`src/rtl/ldr_pkg.sv`:
```
package ldr_pkg;
    localparam int FRAME_W  = 6;
    localparam int WORD_W   = 12;
    localparam int FIELD_W  = 3;
    localparam int ADDR_W   = FIELD_W + WORD_W;
    localparam int FIELD_SZ = 1 << WORD_W;

    localparam logic [7:0] CH_RUBOUT  = 8'hFF;
    localparam logic [7:0] CH_TRAILER = 8'h80;
    localparam logic [7:0] CH_BLANK   = 8'h00;

    typedef enum logic [1:0] {
        ST_LEADER,
        ST_LOW,
        ST_WORD,
        ST_STOP
    } ldr_state_e;

    typedef enum logic [2:0] {
        TERM_NONE,
        TERM_DONE,
        TERM_CSUM,
        TERM_NXM,
        TERM_FMT
    } ldr_term_e;
endpackage

```
`src/rtl/ldr_char_filter.sv`:
```
module ldr_char_filter
    import ldr_pkg::*;
(
    input  logic       clk,
    input  logic       rst_n,
    input  logic       in_valid,
    input  logic [7:0] in_char,
    input  logic       active,
    output logic       data_ok,
    output logic       field_ok,
    output logic [FIELD_W-1:0] field_val
);
    logic skip_q;
    logic accept;

    assign accept    = in_valid && active;
    assign field_val = in_char[5:3];

    always_comb begin
        data_ok  = 1'b0;
        field_ok = 1'b0;
        if (accept && !skip_q && in_char != CH_RUBOUT) begin
            if (in_char > CH_TRAILER) field_ok = 1'b1;
            else                      data_ok  = 1'b1;
        end
    end

    always_ff @(posedge clk) begin
        if (!rst_n) begin
            skip_q <= 1'b0;
        end else if (accept) begin
            skip_q <= skip_q ? 1'b0 : (in_char == CH_RUBOUT);
        end
    end
endmodule

```
`src/rtl/ldr_checksum.sv`:
```
module ldr_checksum
    import ldr_pkg::*;
(
    input  logic              clk,
    input  logic              rst_n,
    input  logic              add_en,
    input  logic [6:0]        high_ch,
    input  logic [7:0]        low_ch,
    input  logic [WORD_W-1:0] cmp_word,
    output logic              match
);
    logic [WORD_W-1:0] sum_q;

    assign match = (sum_q == cmp_word);

    always_ff @(posedge clk) begin
        if (!rst_n) begin
            sum_q <= '0;
        end else if (add_en) begin
            sum_q <= sum_q + WORD_W'(high_ch) + WORD_W'(low_ch);
        end
    end
endmodule

```
`src/rtl/ldr_addr_gen.sv`:
```
module ldr_addr_gen
    import ldr_pkg::*;
#(
    parameter int FIELDS = 8
) (
    input  logic               clk,
    input  logic               rst_n,
    input  logic               field_load,
    input  logic [FIELD_W-1:0] field_val,
    input  logic               word_step,
    input  logic               set_origin,
    input  logic               do_write,
    input  logic [WORD_W-1:0]  origin_val,
    output logic [ADDR_W-1:0]  addr,
    output logic               in_range
);
    localparam int MEM_WORDS = FIELDS * FIELD_SZ;
    localparam logic [ADDR_W:0] LIMIT = (ADDR_W + 1)'(MEM_WORDS);

    logic [FIELD_W-1:0] field_q;
    logic [FIELD_W-1:0] pend_q;
    logic [WORD_W-1:0]  origin_q;

    assign addr     = {field_q, origin_q};
    assign in_range = {1'b0, addr} < LIMIT;

    always_ff @(posedge clk) begin
        if (!rst_n) begin
            field_q  <= '0;
            pend_q   <= '0;
            origin_q <= '0;
        end else begin
            if (field_load) pend_q <= field_val;
            if (word_step) begin
                field_q <= pend_q;
                if (set_origin)    origin_q <= origin_val;
                else if (do_write) origin_q <= origin_q + WORD_W'(1);
            end
        end
    end
endmodule

```
`src/rtl/tape_loader.sv`:
```
module tape_loader
    import ldr_pkg::*;
#(
    parameter int FIELDS = 8
) (
    input  logic        clk,
    input  logic        rst_n,
    input  logic        char_valid,
    input  logic [7:0]  char_data,
    input  logic        stream_end,
    output logic        mem_we,
    output logic [14:0] mem_addr,
    output logic [11:0] mem_wdata,
    output logic        load_done,
    output logic        csum_err,
    output logic        nxm_err,
    output logic        fmt_err
);
    ldr_state_e state_q, state_d;
    ldr_term_e  term;

    logic [6:0]        high_q;
    logic [7:0]        low_q;
    logic [WORD_W:0]   word;
    logic              data_ok, field_ok;
    logic [FIELD_W-1:0] field_val;
    logic              load_hi, load_lo, step, set_org, do_wr, sum_add;
    logic              sum_match, in_range;
    logic [ADDR_W-1:0] cur_addr;

    assign word = {high_q, 6'b0} | {5'b0, low_q};

    ldr_char_filter u_filter (
        .clk       (clk),
        .rst_n     (rst_n),
        .in_valid  (char_valid),
        .in_char   (char_data),
        .active    (state_q != ST_STOP),
        .data_ok   (data_ok),
        .field_ok  (field_ok),
        .field_val (field_val)
    );

    ldr_checksum u_sum (
        .clk      (clk),
        .rst_n    (rst_n),
        .add_en   (sum_add),
        .high_ch  (high_q),
        .low_ch   (low_q),
        .cmp_word (word[WORD_W-1:0]),
        .match    (sum_match)
    );

    ldr_addr_gen #(.FIELDS(FIELDS)) u_addr (
        .clk        (clk),
        .rst_n      (rst_n),
        .field_load (field_ok),
        .field_val  (field_val),
        .word_step  (step),
        .set_origin (set_org),
        .do_write   (do_wr),
        .origin_val (word[WORD_W-1:0]),
        .addr       (cur_addr),
        .in_range   (in_range)
    );

    // next-state and per-character actions
    always_comb begin
        state_d = state_q;
        term    = TERM_NONE;
        load_hi = 1'b0;
        load_lo = 1'b0;
        step    = 1'b0;
        set_org = 1'b0;
        do_wr   = 1'b0;
        sum_add = 1'b0;
        unique case (state_q)
            ST_LEADER: begin
                if (data_ok && char_data != CH_BLANK && char_data != CH_TRAILER) begin
                    load_hi = 1'b1;
                    state_d = ST_LOW;
                end
            end
            ST_LOW: begin
                if (data_ok) begin
                    load_lo = 1'b1;
                    state_d = ST_WORD;
                end
            end
            ST_WORD: begin
                if (data_ok) begin
                    if (char_data == CH_TRAILER) begin
                        term    = sum_match ? TERM_DONE : TERM_CSUM;
                        state_d = ST_STOP;
                    end else if (!word[WORD_W] && !in_range) begin
                        term    = TERM_NXM;
                        state_d = ST_STOP;
                    end else begin
                        sum_add = 1'b1;
                        step    = 1'b1;
                        set_org = word[WORD_W];
                        do_wr   = !word[WORD_W];
                        load_hi = 1'b1;
                        state_d = ST_LOW;
                    end
                end
            end
            ST_STOP: begin
                state_d = ST_STOP;
            end
        endcase
        if (stream_end && state_q != ST_STOP && state_d != ST_STOP) begin
            term    = TERM_FMT;
            state_d = ST_STOP;
            do_wr   = 1'b0;
        end
    end

    // state and frame registers
    always_ff @(posedge clk) begin
        if (!rst_n) begin
            state_q <= ST_LEADER;
            high_q  <= '0;
            low_q   <= '0;
        end else begin
            state_q <= state_d;
            if (load_hi) high_q <= char_data[6:0];
            if (load_lo) low_q  <= char_data;
        end
    end

    // registered outputs
    always_ff @(posedge clk) begin
        if (!rst_n) begin
            mem_we    <= 1'b0;
            mem_addr  <= '0;
            mem_wdata <= '0;
            load_done <= 1'b0;
            csum_err  <= 1'b0;
            nxm_err   <= 1'b0;
            fmt_err   <= 1'b0;
        end else begin
            mem_we <= do_wr;
            if (do_wr) begin
                mem_addr  <= cur_addr;
                mem_wdata <= word[WORD_W-1:0];
            end
            unique case (term)
                TERM_DONE: load_done <= 1'b1;
                TERM_CSUM: csum_err  <= 1'b1;
                TERM_NXM:  nxm_err   <= 1'b1;
                TERM_FMT:  fmt_err   <= 1'b1;
                TERM_NONE: ;
                default:   ;
            endcase
        end
    end
endmodule

```
`config.mk`:
```
export PLATFORM = sky130hd
export DESIGN_NAME = tape_loader
export DESIGN_NICKNAME = d
export VERILOG_FILES = /design/src/rtl/ldr_pkg.sv /design/src/rtl/ldr_char_filter.sv /design/src/rtl/ldr_checksum.sv /design/src/rtl/ldr_addr_gen.sv /design/src/rtl/tape_loader.sv
export SDC_FILE = /design/constraint.sdc
export NUM_CORES = 1
export LEC_CHECK = 0
export BUFFER_PORTS_ARGS = -buffer_cell sky130_fd_sc_hd__buf_2
export CAP_MARGIN = 20
export CORE_MARGIN = 4
export CORE_UTILIZATION = 55
export CTS_CLUSTER_SIZE = 12
export DETAILED_ROUTE_END_ITERATION = 16
export HOLD_SLACK_MARGIN = 0.1
export MAX_ROUTING_LAYER = met4
export PLACE_DENSITY = 0.75
export REMOVE_ABC_BUFFERS = 1
export SYNTH_ARGS = -nofsm -noshare
export SYNTH_HDL_FRONTEND = slang
export SYNTH_SLANG_ARGS = --single-unit
```
`constraint.sdc`:
```
create_clock -name clk -period 4.8 [get_ports clk]
set_input_delay 0.96 -clock clk [delete_from_list [all_inputs] [get_ports clk]]
set_output_delay 0.96 -clock clk [all_outputs]
set_load 0.05 [all_outputs]
```
After elaboration in Yosys (flattened, before gate mapping)
Index checks and enable logic that the tools add are counted.
{ "classes": {"n_reduce_logical": 13, "n_lt_le_gt_ge": 1, "muxes": 32, "n_eq_ne": 14, "n_addsub": 3, "bitwise_logic": 1} }
{ "op_table": {"columns": ["op", "count"], "rows": [
  ["2-to-1 mux 12 bit", 2],
  ["2-to-1 mux 1 bit", 18],
  ["2-to-1 mux 2 bit", 9],
  ["equality test 8 bit, second input constant", 2],
  ["!= test 8 bit, second input constant", 2],
  ["OR 13 x 8 -> 13 bit", 1],
  ["adder 12 x 1 -> 12 bit, second input constant", 1],
  ["adder 12 x 7 -> 12 bit", 1],
  ["adder 12 x 8 -> 12 bit", 1],
  ["equality test 12 bit", 1],
  ["> comparator 8 bit, second input constant", 1],
  ["case mux 2 bit (4 select lines)", 1],
  ["nonzero test 8 bit", 1],
  ["logical AND 1 bit", 7],
  ["equality test 3 x 2 -> 1 bit, second input constant", 2],
  ["equality test 2 bit, second input constant", 2],
  ["!= test 2 bit, second input constant", 2],
  ["equality test 3 x 1 -> 1 bit, second input constant", 1],
  ["equality test 3 bit, second input constant", 1],
  ["2-to-1 mux 3 bit", 1],
  ["equality test 2 x 1 -> 1 bit, second input constant", 1],
  ["logical NOT 1 bit", 2],
  ["logical NOT 2 bit", 1],
  ["case mux 1 bit (2 select lines)", 1],
  ["other kinds (2)", 2]
]} }
{ "totals": {"regBits": 80, "output_inout_bits": 32} }

Logic depth before layout (Yosys ltp)
Gate-level depths: netlist of run 1.
{ "depth": {"word_depth": 14, "mapped_depth": 9, "depth_no_buf": 9} }

By module
A second synthesis of run 1 with hierarchy kept.
{ "unflattened": {"cells_unflattened": 470, "hier_area_um2": 4247.8} }
{ "modules_own_cells": {"columns": ["mod", "n_inst", "cells_per_inst", "seq_area_each_um2", "area_each_um2"], "rows": [
  ["tape_loader", 1, 217, 980.9, 2006.9],
  ["ldr_checksum", 1, 118, 240.2, 1126.1],
  ["ldr_addr_gen", 1, 120, 360.3, 973.4],
  ["ldr_char_filter", 1, 15, 20.0, 141.4]
]} }

Worst setup path before layout of run 1
No wires, ideal clock.
{ "synth_path": {"path_type": "register to register", "startpoint": "register low_q[1]", "endpoint": "register u_sum.sum_q[11]", "n_path_buf": 0, "path_stages_with_launch": 8, "arrival_time_ps": 2508, "slack_ps": 2160, "period_less_slack_ps": 2640, "setup_time_ps": 132, "path_cell_list": "dfxtp_1 > fa_1 > ha_1 > fa_1 > a211o_1 > a2111oi_1 > or4_1 > a21oi_1"} }
{ "synth_between": {"elab_chain_len": 1} }
{ "synth_rtl": {"columns": ["element", "line", "rtl"], "rows": [
  ["start, declared", "tape_loader.sv:23", "logic [7:0] low_q;"],
  ["start signal, assigned", "tape_loader.sv:128", "if (load_lo) low_q <= char_data;"],
  ["adder 12 x 8 -> 12 bit", "ldr_checksum.sv:20", "sum_q <= sum_q + WORD_W'(high_ch) + WORD_W'(low_ch);"],
  ["end signal, assigned", "ldr_checksum.sv:20", null],
  ["end, declared", "ldr_checksum.sv:12", "logic [WORD_W-1:0] sum_q;"]
]} }
Every way passes these cells.
A chain may end at the register's enable or synchronous reset.

Worst setup path after layout of run 1
{ "layout_path": {"startpoint": "register high_q[2]", "endpoint": "register u_sum.sum_q[8]"} }
{ "layout_between": {"elab_chain_len": 2} }
{ "layout_rtl": {"columns": ["element", "line", "rtl"], "rows": [
  ["start, declared", "tape_loader.sv:22", "logic [6:0] high_q;"],
  ["start signal, assigned", "tape_loader.sv:127", "if (load_hi) high_q <= char_data[6:0];"],
  ["adder 12 x 7 -> 12 bit", "ldr_checksum.sv:20", null],
  ["adder 12 x 8 -> 12 bit", "ldr_checksum.sv:20", null]
]} }
Every way passes these cells.

==> impl_metrics.tcl, run 1 <==
set metrics [dict create \
    status "finished clean" \
    grt_setup_unrepaired "no" \
    die_area_mm2 0.00888 \
    clock_power_share_pct 41.3 \
    start_util_pct 56.4 \
    setup_tns_ns 0 \
    power.internal_uw 1010 \
    yosys-top-cells-area "dfxtp_1 39%, nand2_1 9.1%, a21oi_1 6.1%" \
    wirelength_mm 10.3 \
    yosys_warnings 0 \
    gr-total-overflow 0 \
    grt_pass1_wl_mm 16.6 \
    cts_setup_buffers 0 \
    dp_hpwl_mm 6.90 \
    cts_made_buffers 9 \
    routedWlPerCell_um 16.6 \
    h-tree-depth 3 \
    hp-class "flop to flop" \
    crit_path_max_fanout 5 \
    synth_seq_area_share_pct 39.2 \
    crit_type "flop to flop" \
    cts_tree "done" \
    num_vias 3683 \
    ys_ff_latch 80 \
    final_antenna_net_count 0 \
    comb_power_share_pct 8.0 \
    grt_pass1_vias 3369 \
    syn_to_final_growth_pct 10.9 \
    num_antenna_cells 0 \
    p_sw_share_pct 26.1 \
    skew_ns 0.0100 \
    fin_crit_sh_pct 64.7 \
    die_w_um 94.2 \
    gp_congestion 0.862 \
    route.detailed.drc 0 \
    crit_arrival_ns 3.32 \
    clock_sinks 80 \
    hold_viol_final 0 \
    switching_power_uw 357 \
    drive_above_1_share_pct 13.7 \
    ir_drop_mv 0.174 \
    crit_required_ns 5.02 \
    tightest_slew_ns 0.973 \
    cts_hold_buf 0 \
    power.density_mw_per_mm2 302 \
    synth.avg_cell_area_um2 8.38 \
    port_buffers 43 \
    maxCapViolCount 0 \
    grt_max_degree 56 \
    setup_viol 0 \
    syn_inst 488 \
    period_minus_slack_ns 3.11 \
    first_pass_iters 5 \
    clk_pin_slew_ns 0.09 \
    layout_common_cells "99 x nand2_1, 80 x dfxtp_1, 50 x a21oi_1" \
    die_h_um 94.2 \
    ioPinCount 44 \
    synth_area_mm2 0.00409 \
    synth.distinct_cells 62 \
    yosysTopAreaCell "dfxtp_1" \
    slew_headroom_pct 34.9 \
    core_area_mm2 0.00725 \
    slew_viol_final 0 \
    synth_edf_count 0 \
    layout_commonest_cell "nand2_1" \
    power_uw 1370 \
    grt_use_total_pct 24.6 \
    rows 31 \
    timing.fmax_mhz 322 \
    cts_root_buf "clkbuf_8" \
    clk_latency_ns 0.36 \
    drtIter0Drc 333 \
    antenna_found_initial 0 \
    yosys.area.top_type_share_pct 39.2 \
    cts.repair.resized 0 \
    fillers 662 \
    async_flop_share_pct 0 \
    start_kind "flop" \
    ys.flop_type "dfxtp_1" \
    nNetsFinal 545 \
    vias_per_cell 5.95 \
    p_seq_share_pct 50.7 \
    p_leak_uw 0.00175 \
    cts_buffer_depth 2 \
    endpoint_kind "flop" \
]
-- synthesized netlist by cell type, types with 2 or more instances --
master,n
a2111oi_1,2
a211o_1,6
a211oi_1,5
a21boi_0,3
a21o_1,3
a21oi_1,50
a221oi_1,2
a31o_2,2
a31oi_1,6
and2_1,2
and3_1,4
buf_2,7
buf_4,3
clkbuf_1,18
dfxtp_1,80
fa_1,8
ha_1,10
inv_1,11
mux2i_1,15
nand2_1,99
nand2b_1,4
nand3_1,17
nand3b_1,2
nand4_1,8
nor2_1,21
nor2b_1,4
nor3_1,9
nor4_1,7
nor4b_1,2
o211a_1,2
o211ai_1,3
o21a_1,6
o21ai_0,14
o22ai_1,2
o311ai_0,3
o31a_1,2
o31ai_1,4
or3_1,3
or4_1,4
xnor2_1,13
-- through the flow --
step                      hold WS (ns)  setup slack [ns]  instance area [um^2]  util (%)  std cells
after floorplan                  0.428              2.14                  3960         -        460
after global placement           0.432              1.69                  4310      59.4        603
after detailed placement         0.435              1.62                  4310      59.4        603
after CTS                        0.455              1.70                  4540      62.5        619
after global routing             0.471              1.52                  4540      62.5        619
final                            0.452              1.69                  4540      62.5        619
-- layer usage --
layer | GRT usage [%] | wire length, um
met1 | 31.2 | 4580
met3 | 3.45 | 586
met5 | - | 0
met4 | 10.6 | 259
met2 | 39.2 | 4830
-- registers in the layout (all words and copies together), names as in the netlist --
| signal | flops |
|---|---|
| mem_addr | 15 |
| mem_wdata | 12 |
| u_addr.origin_q | 12 |
| u_sum.sum_q | 12 |
| low_q | 8 |
| high_q | 7 |
| u_addr.field_q | 3 |
| u_addr.pend_q | 3 |
| state_q | 2 |
| csum_err | 1 |
| fmt_err | 1 |
| load_done | 1 |
| mem_we | 1 |
| nxm_err | 1 |
| u_filter.skip_q | 1 |
-- worst max-delay path: stages (launching register included) --
cell,delay [ns]
dfxtp_1,0.56
fa_1,0.51
ha_1,0.33
a211o_1,0.30
a2111oi_1,0.67
nor2_1,0.16
o311ai_0,0.44
-- power by group through the flow --
stage          clock network [uW]  registers (uW)  logic [uW]
2_1_floorplan                   0             705        68.4
3_3_place_gp                    0             708         106
3_5_place_dp                    0             708         108
4_1_cts                       573             693         110
5_1_grt                       601             695         121
6_report                      565             693         110
-- final cells by class --
class / count / area [um^2] / area share, %
sequential: 80 / 1600 / 35.3
inverter: 12 / 45.0 / 0.993
tap: 99 / 124 / 2.73
clock inverter: 7 / 101 / 2.23
timing repair buffer: 44 / 223 / 4.91
multi-input combinational: 368 / 2320 / 51.1
clock buffer: 9 / 124 / 2.73
-- cells by family (layout without fill, tap and decap cells) --
| kind of cell | Yosys count | after routing | synth area share, % |
|---|---|---|---|
| simple gates | 195 | 195 | 22.7 |
| compound gates | 127 | 127 | 20.5 |
| flops | 80 | 80 | 39.2 |
| buf+inv | 40 | 72 | 4.16 |
| fa+ha+maj | 18 | 18 | 6.98 |
| mux | 15 | 15 | 3.67 |
| xor+xnor | 13 | 13 | 2.78 |
-- worst paths after layout --
kind         depth (start not counted)                startpoint                           to  slack [ns]
max                                  6    high_q[2]$_SDFFE_PN0P_  u_sum.sum_q[8]$_SDFFE_PN0P_        1.69
min                                  2  mem_addr[8]$_SDFFE_PN0P_     mem_addr[8]$_SDFFE_PN0P_        0.45
max reg2reg                          6    high_q[2]$_SDFFE_PN0P_  u_sum.sum_q[8]$_SDFFE_PN0P_        1.69
min reg2reg                          2  mem_addr[8]$_SDFFE_PN0P_     mem_addr[8]$_SDFFE_PN0P_        0.45
Power figures use the tool's default switching activity.
==> inputs of run 2 (changes only) <==
==> constraint.sdc (replaced) <==
create_clock -name clk -period 3.1 [get_ports clk]
set_input_delay 0.62 -clock clk [delete_from_list [all_inputs] [get_ports clk]]
set_output_delay 0.62 -clock clk [all_outputs]
set_load 0.05 [all_outputs]
==> impl_metrics.tcl, run 2 (synthesis results as in run 1) <==
set metrics [dict create \
    syn_to_final_growth_pct 14.0 \
    cts.repair.resized 0 \
    hold_depth 2 \
    setup_viol 0 \
    clk_pin_slew_ns 0.09 \
    routedWlPerCell_um 16.6 \
    grt_setup_unrepaired "no" \
    antenna_found_initial 0 \
    final_antenna_net_count 0 \
    hold_viol_final 0 \
    num_vias 3822 \
    crit_path_max_fanout 5 \
    first_pass_iters 5 \
    gp_congestion 0.929 \
    cts_buffer_depth 2 \
    drtIter0Drc 205 \
    place_inst 619 \
    clock_sinks 80 \
    crit_family "adder cells" \
    largest_reg_flops 15 \
    r2r_start "low_q[1]$_SDFFE_PN0P_" \
    cts_root_buf "clkbuf_8" \
    crit_type "flop to flop" \
    status "finished clean" \
    ioPinCount 44 \
    rows 31 \
    holdWs_ns 0.450 \
    cts_made_buffers 9 \
    worst-path-buf-inv 0 \
    start_util_pct 56.4 \
    drive_above_1_share_pct 16.4 \
    crit_top_cell "fa_1" \
    worst_path_max_delay_cell "dfxtp_1" \
    dp_hpwl_mm 7.67 \
    hp-class "flop to flop" \
    power.density_mw_per_mm2 459 \
    layout_common_cells "99 x nand2_1, 80 x dfxtp_1, 50 x a21oi_1" \
    rr_worst_depth 7 \
    worst-path-stages 7 \
    grt_max_degree 35 \
    nNetsFinal 561 \
    worstSetupStartpoint "low_q[1]$_SDFFE_PN0P_" \
    port_buffers 43 \
    die_w_um 94.2 \
    slew_headroom_pct 61.8 \
    regMostFlops "mem_addr" \
    grt_pass1_vias 3513 \
    crit_required_ns 3.33 \
    cts_hold_buf 0 \
    die_area_mm2 0.00888 \
    rr_endpoint "u_sum.sum_q[9]$_SDFFE_PN0P_" \
    p_leak_uw 0.00184 \
    skew_ns 0.0126 \
    ir_drop_mv 0.230 \
    slew_viol_final 0 \
    maxCapViolCount 0 \
    clk_latency_ns 0.35 \
    crit_path_max_incr_delay_ns 0.45 \
    crit_path_cell_trace "fa_1, ha_1, fa_1, a211o_1, a2111oi_2, or4_1, a21oi_1" \
    fin_crit_sh_pct 87.7 \
    vias_per_cell 6.02 \
    die_h_um 94.2 \
    period_minus_slack_ns 2.72 \
    core_area_mm2 0.00725 \
    grt_pass1_wl_mm 17.3 \
    cts_setup_buffers 0 \
    start_kind "flop" \
    gr-total-overflow 0 \
    critPathCapture "u_sum.sum_q[9]$_SDFFE_PN0P_" \
    cts_tree "done" \
    setup_tns_ns 0 \
    crit_arrival_ns 2.94 \
    tightest_slew_ns 0.570 \
    fin_cells 635 \
    endpoint_kind "flop" \
    grt_use_total_pct 25.5 \
    num_antenna_cells 0 \
    h-tree-depth 3 \
    layout_commonest_cell "nand2_1" \
    wirelength_mm 10.5 \
    timing.fmax_mhz 368 \
    route.detailed.drc 0 \
    rrSetupSlack_ns 0.38 \
]
run 2: cell count changes in the layout (fill, tap and decap cells not counted), sizes merged:
| cell | delta |
|---|---|
| buf | +16 |
| clkinv | +1 |
| clkinvlp | -1 |
run 2: worst min path at each step:
stage                             startpoint                        endpoint  slack [ns]
5_1_grt        u_addr.pend_q[1]$_SDFFE_PN0P_  u_addr.field_q[1]$_SDFFE_PN0P_        0.47
2_1_floorplan  u_addr.pend_q[0]$_SDFFE_PN0P_  u_addr.field_q[0]$_SDFFE_PN0P_        0.43
3_5_place_dp            nxm_err$_SDFFE_PN0N_            nxm_err$_SDFFE_PN0N_        0.44
3_3_place_gp           csum_err$_SDFFE_PN0N_           csum_err$_SDFFE_PN0N_        0.43
6_report            mem_addr[6]$_SDFFE_PN0P_        mem_addr[6]$_SDFFE_PN0P_        0.45
4_1_cts             mem_addr[6]$_SDFFE_PN0P_        mem_addr[6]$_SDFFE_PN0P_        0.45
run 2: stage by stage:
stage | instance area (um^2) | power, uW | setup WS (ns) | utilization [%]
2_1_floorplan | 3960 | 1200 | 0.441 | -
3_3_place_gp | 4430 | 1280 | 0.338 | 61.1
3_5_place_dp | 4430 | 1280 | 0.219 | 61.1
4_1_cts | 4660 | 2150 | 0.201 | 64.2
5_1_grt | 4660 | 2220 | 0.174 | 64.3
6_report | 4660 | 2140 | 0.382 | 64.3
run 2: report_power, final:
part	switching (uW)	internal [uW]	total (uW)	leakage, uW
clock	417	465	882	0.000116
combinational	125	69.9	195	0.00107
sequential	21.2	1040	1060	0.000647
run 2: area by class of cell:
cell class | instances | area (um^2)
clock buffer | 9 | 124
clock inverter | 7 | 103
timing repair buffer | 60 | 343
inverter | 12 | 45.0
fill | 648 | 2590
sequential | 80 | 1600
multi-input combinational | 368 | 2320
tap | 99 | 124
run 2: layer usage:
metal  GRT usage, %  vias to the layer above  share of wire, %
met5              -                        -                 0
met4           8.18                        0               2.1
met3           3.69                       18               4.9
met2           40.7                      122                49
met1           33.6                     1846                44
li1               -                     1836                 -
run 2: worst reg2reg max path, stage by stage (launching register included):
cell and delay (ns):
dfxtp_1 0.45, fa_1 0.45, ha_1 0.25, fa_1 0.44, a211o_1 0.31, a2111oi_2 0.45, or4_1 0.19, a21oi_1 0.06
==> inputs of run 3 (changes only) <==
--- a/config.mk
+++ b/config.mk
@@ -13,7 +13,7 @@
 export DETAILED_ROUTE_END_ITERATION = 16
 export HOLD_SLACK_MARGIN = 0.1
 export MAX_ROUTING_LAYER = met4
-export PLACE_DENSITY = 0.75
+export PLACE_DENSITY = 0.74
 export REMOVE_ABC_BUFFERS = 1
 export SYNTH_ARGS = -nofsm -noshare
 export SYNTH_HDL_FRONTEND = slang
==> impl_metrics.tcl, run 3 (synthesis results as in run 1) <==
set metrics [dict create \
    layout_commonest_cell "nand2_1" \
    fin_ws_ns 0.172 \
    placed_area_mm2 0.00442 \
    dp_hpwl_mm 7.49 \
    period_minus_slack_ns 2.93 \
    start_kind "flop" \
    rows 31 \
    layout_common_cells "99 x nand2_1, 80 x dfxtp_1, 50 x a21oi_1" \
    crit_type "flop to flop" \
    crit_family "adder cells" \
    crit_path_max_fanout 5 \
    drive_above_1_share_pct 15.8 \
    ir_drop_mv 0.207 \
    hold_viol_final 0 \
    timing.fmax_mhz 341 \
    power.density_mw_per_mm2 431 \
    antenna_found_initial 0 \
    regMostFlops "mem_addr" \
    core_area_mm2 0.00725 \
    crit_path_max_incr_delay_ns 0.62 \
    start_util_pct 56.4 \
    grt_pass1_vias 3404 \
    fin_cells 632 \
    grt_pass1_wl_mm 16.6 \
    routedWlPerCell_um 16.5 \
    syn_to_final_growth_pct 12.4 \
    cts_setup_buffers 0 \
    design_area_mm2 0.00460 \
    crit_required_ns 3.33 \
    cts_root_buf "clkbuf_8" \
    cts_made_buffers 9 \
    cts_buffer_depth 2 \
    fin_crit_sh_pct 94.5 \
    route.detailed.drc 0 \
    drtIter0Drc 242 \
    port_buffers 43 \
    crit_arrival_ns 3.15 \
    clk_latency_ns 0.36 \
    largest_reg_flops 15 \
    final_antenna_net_count 0 \
    clock_sinks 80 \
    dpl_worst_slack_ns 0.197 \
    die_area_mm2 0.00888 \
    ioPinCount 44 \
    die_h_um 94.2 \
    grt_setup_unrepaired "no" \
    first_pass_iters 5 \
    crit_top_cell "fa_1" \
    slew_headroom_pct 54.6 \
    maxCapViolCount 0 \
    cts_tree "done" \
    cts_hold_buf 0 \
    status "finished clean" \
    vias_per_cell 5.95 \
    slew_viol_final 0 \
    num_antenna_cells 0 \
    hp-class "flop to flop" \
    h-tree-depth 3 \
    gr-total-overflow 0 \
    wirelength_mm 10.4 \
    die_w_um 94.2 \
    grt_max_degree 53 \
    skew_ns 0.00437 \
    crit_path_cell_trace "fa_1, ha_1, fa_1, a211o_1, a2111oi_1, or4_1, a21oi_1" \
    num_vias 3762 \
    cts.repair.resized 0 \
    p_leak_uw 0.00180 \
    final_core_util_pct 63.4 \
    clk_pin_slew_ns 0.08 \
    setup_viol 0 \
    nNetsFinal 559 \
    worst-path-buf-inv 0 \
    place_inst 617 \
    grt_use_total_pct 25.1 \
    endpoint_kind "flop" \
    gp_congestion 0.930 \
    tightest_slew_ns 0.679 \
    setup_tns_ns 0 \
    worst_path_max_delay_cell "a2111oi_1" \
]
[run 3: cell type report]
| cell class | instances | area [um^2] |
|---|---|---|
| Fill cell | 659 | 2660 |
| Sequential cell | 80 | 1600 |
| Clock buffer | 11 | 151 |
| Clock inverter | 4 | 28.8 |
| Inverter | 12 | 45.0 |
| Tap cell | 99 | 124 |
| Timing Repair Buffer | 58 | 328 |
| Multi-Input combinational cell | 368 | 2320 |
[run 3: final timing paths]
| kind | startpoint | to | slack, ns | cells past startpoint |
|---|---|---|---|---|
| worst max-delay path | low_q[1]$_SDFFE_PN0P_ | u_sum.sum_q[11]$_SDFFE_PN0P_ | 0.17 | 7 |
| worst min-delay path | mem_wdata[1]$_SDFFE_PN0P_ | mem_wdata[1]$_SDFFE_PN0P_ | 0.45 | 2 |
| worst max register to register | low_q[1]$_SDFFE_PN0P_ | u_sum.sum_q[11]$_SDFFE_PN0P_ | 0.17 | 7 |
| worst min register to register | mem_wdata[1]$_SDFFE_PN0P_ | mem_wdata[1]$_SDFFE_PN0P_ | 0.45 | 2 |
[run 3: worst register-to-register path: cells and delay by family (launching register included)]
family | cells | cell delay (ns)
flip-flops | 1 | 0.45
adder cells (fa/ha/maj) | 3 | 1.16
AO/OA/AOI/OAI | 3 | 0.98
AND/OR/NAND/NOR | 1 | 0.21
[run 3: per-stage QoR]
step | hold WS [ns] | total power [uW]
final | 0.449 | 1980
after global routing | 0.464 | 2060
after CTS | 0.452 | 1990
after detailed placement | 0.436 | 1280
after global placement | 0.430 | 1280
after floorplan | 0.428 | 1200
[run 3: report_power, final]
part | internal (uW) | total [uW] | switching, uW | leakage (uW)
sequential | 1040 | 1060 | 21.7 | 0.000647
clock | 332 | 723 | 391 | 0.0000878
combinational | 68.3 | 192 | 124 | 0.00106
total | 1440 | 1980 | 537 | 0.00180
[run 3: layer usage]
layer / GRT usage (%) / share of wire [%]
met5: - / 0
met2: 38.1 / 46
met4: 13.7 / 3.5
met1: 31.9 / 44
met3: 4.41 / 6.3
